[config.mk]
export PLATFORM = sky130hd
export DESIGN_NAME = xbus_hold_arb
export DESIGN_NICKNAME = d
export VERILOG_FILES = /design/src/rtl/xbh_pkg.sv /design/src/rtl/xbh_sync.sv /design/src/rtl/xbh_fsm.sv /design/src/rtl/xbh_outdec.sv /design/src/rtl/xbus_hold_arb.sv
export SDC_FILE = /design/constraint.sdc
export NUM_CORES = 1
export LEC_CHECK = 0
export BUFFER_PORTS_ARGS = -buffer_cell sky130_fd_sc_hd__buf_4
export CORE_AREA = 2 2 39 41
export DETAILED_ROUTE_END_ITERATION = 10
export DIE_AREA = 0 0 41 43
export PLACE_DENSITY_LB_ADDON = 0.2
export SYNTH_ARGS = -nofsm -noshare
export SYNTH_HDL_FRONTEND = slang
export SYNTH_SLANG_ARGS = --single-unit
[constraint.sdc]
create_clock -name clk -period 0.9 [get_ports clk]
set_clock_uncertainty 0.05 [all_clocks]
set_input_delay 0.18 -clock clk [delete_from_list [all_inputs] [get_ports clk]]
set_output_delay 0.18 -clock clk [all_outputs]
set_load 0.02 [all_outputs]
[src/rtl/xbh_pkg.sv]
package xbh_pkg;

    typedef enum logic [1:0] {
        ST_OWN       = 2'd0,
        ST_RELEASING = 2'd1,
        ST_RELEASED  = 2'd2,
        ST_REGAIN    = 2'd3
    } xbh_state_e;

    typedef struct packed {
        logic ack;
        logic breq;
        logic flt;
        logic grant;
    } xbh_out_t;

    function automatic xbh_out_t xbh_decode(xbh_state_e st, logic pend);
        xbh_out_t o;
        o = '0;
        unique case (st)
            ST_OWN:       o.grant = 1'b1;
            ST_RELEASING: o = '0;
            ST_RELEASED: begin
                o.ack  = 1'b1;
                o.flt  = 1'b1;
                o.breq = pend;
            end
            ST_REGAIN:    o.flt = 1'b1;
            default:      o = '0;
        endcase
        return o;
    endfunction

endpackage

[src/rtl/xbh_sync.sv]
module xbh_sync #(
    parameter int STAGES = 2
) (
    input  logic clk,
    input  logic rst,
    input  logic d_i,
    output logic q_o
);
    logic [STAGES-1:0] chain_q;

    generate
        for (genvar i = 0; i < STAGES; i++) begin : g_stage
            always_ff @(posedge clk) begin
                if (rst) chain_q[i] <= 1'b0;
                else if (i == 0) chain_q[i] <= d_i;
                else chain_q[i] <= chain_q[(i == 0) ? 0 : i-1];
            end
        end
    endgenerate

    assign q_o = chain_q[STAGES-1];
endmodule

[src/rtl/xbh_fsm.sv]
module xbh_fsm
    import xbh_pkg::*;
#(
    parameter int REGAIN_CYCLES = 2
) (
    input  logic       clk,
    input  logic       rst,
    input  logic       hold_s_i,
    input  logic       en_i,
    input  logic       busy_i,
    output xbh_state_e state_o
);
    localparam int CW = (REGAIN_CYCLES > 1) ? $clog2(REGAIN_CYCLES) : 1;
    localparam logic [CW-1:0] CNT_LAST = CW'(REGAIN_CYCLES - 1);

    xbh_state_e st_q, st_d;
    logic [CW-1:0] cnt_q, cnt_d;
    logic hold_req;

    assign hold_req = hold_s_i & en_i;

    always_comb begin
        st_d  = st_q;
        cnt_d = cnt_q;
        unique case (st_q)
            ST_OWN: begin
                if (hold_req) st_d = busy_i ? ST_RELEASING : ST_RELEASED;
            end
            ST_RELEASING: begin
                if (!hold_req)   st_d = ST_OWN;
                else if (!busy_i) st_d = ST_RELEASED;
            end
            ST_RELEASED: begin
                if (!hold_s_i) begin
                    st_d  = ST_REGAIN;
                    cnt_d = '0;
                end
            end
            ST_REGAIN: begin
                if (cnt_q == CNT_LAST) st_d = ST_OWN;
                else cnt_d = cnt_q + 1'b1;
            end
            default: st_d = ST_OWN;
        endcase
    end

    always_ff @(posedge clk) begin
        if (rst) begin
            st_q  <= ST_OWN;
            cnt_q <= '0;
        end else begin
            st_q  <= st_d;
            cnt_q <= cnt_d;
        end
    end

    assign state_o = st_q;


    release_after_idle_chk: assert property (@(posedge clk) disable iff (rst)
        (st_q == ST_RELEASED && $past(st_q) != ST_RELEASED) |-> !$past(busy_i));


    regain_needs_hold_low_chk: assert property (@(posedge clk) disable iff (rst)
        (st_q == ST_REGAIN && $past(st_q) == ST_RELEASED) |-> !$past(hold_s_i));


    disabled_stays_own_chk: assert property (@(posedge clk) disable iff (rst)
        (st_q == ST_OWN && !en_i) |=> st_q == ST_OWN);
endmodule

[src/rtl/xbh_outdec.sv]
module xbh_outdec
    import xbh_pkg::*;
(
    input  xbh_state_e state_i,
    input  logic       pend_i,
    output xbh_out_t   out_o
);
    assign out_o = xbh_decode(state_i, pend_i);
endmodule

[src/rtl/xbus_hold_arb.sv]
module xbus_hold_arb
    import xbh_pkg::*;
#(
    parameter int SYNC_STAGES   = 2,
    parameter int REGAIN_CYCLES = 2
) (
    input  logic clk,
    input  logic rst,
    input  logic arb_en_i,
    input  logic ext_hold_i,
    input  logic lcl_busy_i,
    input  logic lcl_pend_i,
    output logic ext_ack_o,
    output logic ext_breq_o,
    output logic bus_float_o,
    output logic lcl_grant_o
);
    logic       hold_s;
    xbh_state_e state;
    xbh_out_t   outs;

    xbh_sync #(.STAGES(SYNC_STAGES)) u_sync (
        .clk(clk), .rst(rst), .d_i(ext_hold_i), .q_o(hold_s)
    );

    xbh_fsm #(.REGAIN_CYCLES(REGAIN_CYCLES)) u_fsm (
        .clk(clk), .rst(rst), .hold_s_i(hold_s), .en_i(arb_en_i),
        .busy_i(lcl_busy_i), .state_o(state)
    );

    xbh_outdec u_dec (.state_i(state), .pend_i(lcl_pend_i), .out_o(outs));

    assign ext_ack_o   = outs.ack;
    assign ext_breq_o  = outs.breq;
    assign bus_float_o = outs.flt;
    assign lcl_grant_o = outs.grant;


    breq_only_when_acked_chk: assert property (@(posedge clk) disable iff (rst)
        ext_breq_o |-> ext_ack_o);


    grant_never_with_float_chk: assert property (@(posedge clk) disable iff (rst)
        lcl_grant_o |-> (!bus_float_o && !ext_ack_o));


    grant_after_regain_chk: assert property (@(posedge clk) disable iff (rst)
        $rose(lcl_grant_o) |-> ($past(bus_float_o) && !$past(ext_ack_o)) || $past(!ext_ack_o && !bus_float_o));


    ack_fall_keeps_float_chk: assert property (@(posedge clk) disable iff (rst)
        $fell(ext_ack_o) |-> (bus_float_o && !lcl_grant_o));
endmodule

# After elaboration in Yosys (flattened, before gate mapping)
# Cells that the tools add are included.
[classes]
eq_ne = 7
reduce_logical = 5
bitwise = 1
add_sub_neg = 1
mux = 13
[ops]
columns = ["cell", "count"]
rows = [
  ["2-to-1 mux 2 bit", 7],
  ["one-hot mux 2 bit (4 select lines)", 1],
  ["inequality test 2 bit, second input constant", 3],
  ["equality test 2 bit, second input constant", 2],
  ["2-to-1 mux 1 bit", 4],
  ["AND reduction 4 bit", 1],
  ["inequality test 3 bit, second input constant", 1],
  ["equality test 2 x 1 -> 1 bit, second input constant", 1],
  ["zero test 2 bit", 1],
  ["one-hot mux 1 bit (2 select lines)", 1],
  ["AND reduction 2 bit", 1],
  ["nonzero test 2 bit", 1],
  ["OR reduction 2 bit", 1],
  ["adder 1 bit, second input constant", 1],
  ["bitwise AND 1 bit", 1],
]
[totals]
reg_bits = 5

# Depth between registers and ports, before layout
[depth]
ltp_word = 3
depth_mapped = 3

# Modules after synthesis
# From an unflattened synthesis, not the netlist that was laid out.
[hier_totals]
hier_cells = 24
area_unflattened_um2 = 209.0
[by_module_without_submodules]
columns = ["module", "n_inst", "area_per_inst_um2", "cells_per_inst"]
rows = [
  ["xbh_fsm", 1, 130.1, 16],
  ["xbh_sync", 1, 52.6, 4],
  ["xbh_outdec", 1, 26.3, 4],
]

# Worst setup path after synthesis
# Ideal clock, no wire load.
[synth_path]
path_type = "register -> output"
startpoint = "register u_fsm.st_q[1], in the netlist u_fsm.state_o[1]"
endpoint = "output port ext_breq_o"
stages_incl_launch_ff = 4
t_arrival_ps = 957
required_ps = 670
path_slack_ps = -287
path_buffers = 0
path_cell_list = "dfxtp_1 -> inv_2 -> nor2_2 -> and2_1"
[synth_via]
elab_chain_cells = 2
[synth_rtl]
columns = ["element", "line", "rtl"]
rows = [
  ["start, declared", "xbh_fsm.sv:16", "xbh_state_e st_q, st_d;"],
  ["start signal, assigned", "xbh_fsm.sv:52", "st_q <= st_d;"],
  ["equality test 2 bit", "xbh_pkg.sv:20", "unique case (st)"],
  ["2-to-1 mux 2 bit", "xbh_pkg.sv:20", ""],
  ["end, declared", "xbus_hold_arb.sv:14", "output logic ext_breq_o,"],
]
# No other way between the ends.

# Worst setup path in the final report
# Ends and elaborated chain as after synthesis.

==> impl_metrics.toml <==
[timing]
period_minus_slack_ns = 1.179
maxSlewHeadroom_pct = 87.03
fmax_mhz = 848.4
timing.final.setup_violations = 7
tns_ns = -1.535
worst_pin_slew_ns = 0.1925
drv_slew = 0
final-hold-violation-count = 0
finalCritPeriodShare_pct = 131.0
timing.final.ws_setup_ns = -0.2787
grt_setup_unrepaired = "yes"

[yosys]
ys.flop_type = "dfxtp_1"
syn_inst = 24
ys_types = 13
yosysWarningCount = 0
syn_area_sq_um = 200.2
synth_nets = 30
async_flop_share_pct = 0
synth_commonest_cells = "dfxtp_1, nand2_1, nor2_1, nor2b_1, a21oi_1"
synth.top_cell.area_share_pct = 50.00
yosysSeqAreaShare_pct = 50.00
ys_top_cells_by_area = "dfxtp_1, nor2b_1, o31ai_2"
synth-seq-cells = 5
avgSynthCellArea_sq_um = 8.341
synth-edff-count = 0
synth_area_leader_cell = "dfxtp_1"
synth.most_common_cell = "dfxtp_1"

[run_status]
violations = "negative setup slack"
status = "finished with violations"

[global_routing]
antenna_found_initial = 0
grt_max_degree = 7
use_met2_pct = 10.63
grt_pass1_vias = 208
overflow = 0
met1_usage_pct = 6.752
globalRoute.busiestLayer = "met2"
grt_use_total_pct = 7.631
grt_pass1_wl_um = 814
grt_use_met3_pct = 3.141

[cells_and_area]
stdcell_count = 58
utilization_pct = 32.10
multi_input_area_sq_um = 153.9
syn_to_final_growth_pct = 121.9
drive_gt1_share_pct = 76.19
fill_cells = 152
final-seq-area_sq_um = 105.1
final_cell_area_sq_um = 444.2
antennaDiodeCount = 0
final_nets = 49

[drt]
drtIter0Drc = 1
antenna_left = 0
vias = 237
viasPerCell = 4.086
drc = 0
finalWirelength_um = 549
dr.pass1.iters = 2
wl_per_cell_um = 9.466

[floorplanning]
core-area_sq_um = 1384
io_pins = 10
dieHeight_um = 43
dieWidth_um = 41
std_cell_rows = 14
die_area_sq_um = 1763
start_util_pct = 14.47

[place]
dp_slack_ns = -0.06140
hpwl_um = 370.2
dpl_cell_area_sq_um = 310.3
numPortBuffers = 9
gp_congestion = 0.6321
placed_cells = 50

[setup_path]
cpMaxStageDelayCell = "dfxtp_4"
timing_worst_setup_path_type = "flop to output pin"
cp_data_required_time_ns = 0.67
critPathMaxFanout = 3
crit_path_start_kind = "flop"
slowest_delay_ns = 0.35
worstPathCellList = "inv_2, nor2_4, and2_4, buf_6"
end_kind = "output pin"
arrival_ns = 0.95

[min_path]
hp-class = "primary input to flop"

[clocking]
clock_sinks = 5
cts_root_buffer = "clkbuf_4"
cts_tree = "yes"
clk_pin_slew_worst_paths_ns = 0.05
clockBufferDepth = 2
clock_latency_ns = 0.24
htreeDepth = 1
cts_buffers = 3

[job]
drv_cap = 0

[power]
powerDensity_nw_per_um2 = 1290
leakagePower_nw = 0.1932
peakVddDrop_v = 0.0005377
[critical path, delay by kind of cell (launching register included)]
kind | cells | cell delay, ns
flip-flops | 1 | 0.35
buffers and inverters | 2 | 0.14
AND/OR/NAND/NOR | 2 | 0.21
[layout by cell type (no fill, tap or decap), drive strengths merged]
master,n
and2,1
nor2b,3
dfxtp,5
nand2,3
inv,1
nand4,1
a21oi,2
o21ai,1
clkbuf,4
nand3,1
nor2,4
o31ai,1
buf,15
[cells by family (layout without fill, tap and decap cells)]
kind of cell | Yosys count | after routing | synth area share (%)
AOI/OAI and AO/OA | 4 | 4 | 13.75
DFF | 5 | 5 | 50.00
and+or+nand+nor | 13 | 13 | 32.50
buffers and inverters | 2 | 20 | 3.746
[layer usage]
| layer | vias up | part of all wire (%) |
|---|---|---|
| li1 | 117 | - |
| met1 | 110 | 33 |
| met2 | 8 | 56 |
| met3 | 2 | 8.7 |
| met4 | 0 | 1.8 |
| met5 | - | 0 |
[layout make-up]
class | instances | area share (%)
clock buffers | 4 | 5.915
multi-input cells | 17 | 34.65
repair buffers | 15 | 30.42
inverters | 1 | 0.8451
well taps | 16 | 4.507
flip-flops and latches | 5 | 23.66
[registers in the layout (all words and copies together), names as in the netlist]
register / flops
u_fsm.state_o: 2
u_fsm.cnt_q: 1
u_sync.chain_q: 1
u_sync.q_o: 1
[through the flow]
stage,hold slack (ns),power [mW]
floorplan,0.1894,0.2535
global placement,0.3366,0.2850
detailed placement,0.3452,0.2859
CTS,0.08942,0.5757
global route,0.1092,0.6185
finish,0.1085,0.5730
[repair_timing]
action | CTS | global route
resized for setup | 7 | 13
hold buffers | 0 | 0
buffers inserted | 2 | 2
endpoints found under the setup margin | 6 | 7
pin swaps | 4 | 5
gates cloned | 0 | 0
[power breakdown]
part	internal, mW	total, mW	switching (mW)
clock	0.168	0.264	0.0961
sequential	0.226	0.231	0.00500
combinational	0.0436	0.0776	0.0341
[path summary, 6_finish.rpt]
check                                   to                           from  slack [ns]  depth (start not counted)
max                             ext_breq_o  u_fsm.state_o[1]$_SDFFE_PP0P_       -0.28                          4
min           u_sync.chain_q[0]$_SDFF_PP0_                     ext_hold_i        0.11                          2
max reg2reg  u_fsm.state_o[0]$_SDFFE_PP0P_  u_fsm.state_o[1]$_SDFFE_PP0P_       -0.22                          6
min reg2reg          u_sync.q_o$_SDFF_PP0_   u_sync.chain_q[0]$_SDFF_PP0_        0.39                          1
Power figures use the tool's default switching activity.
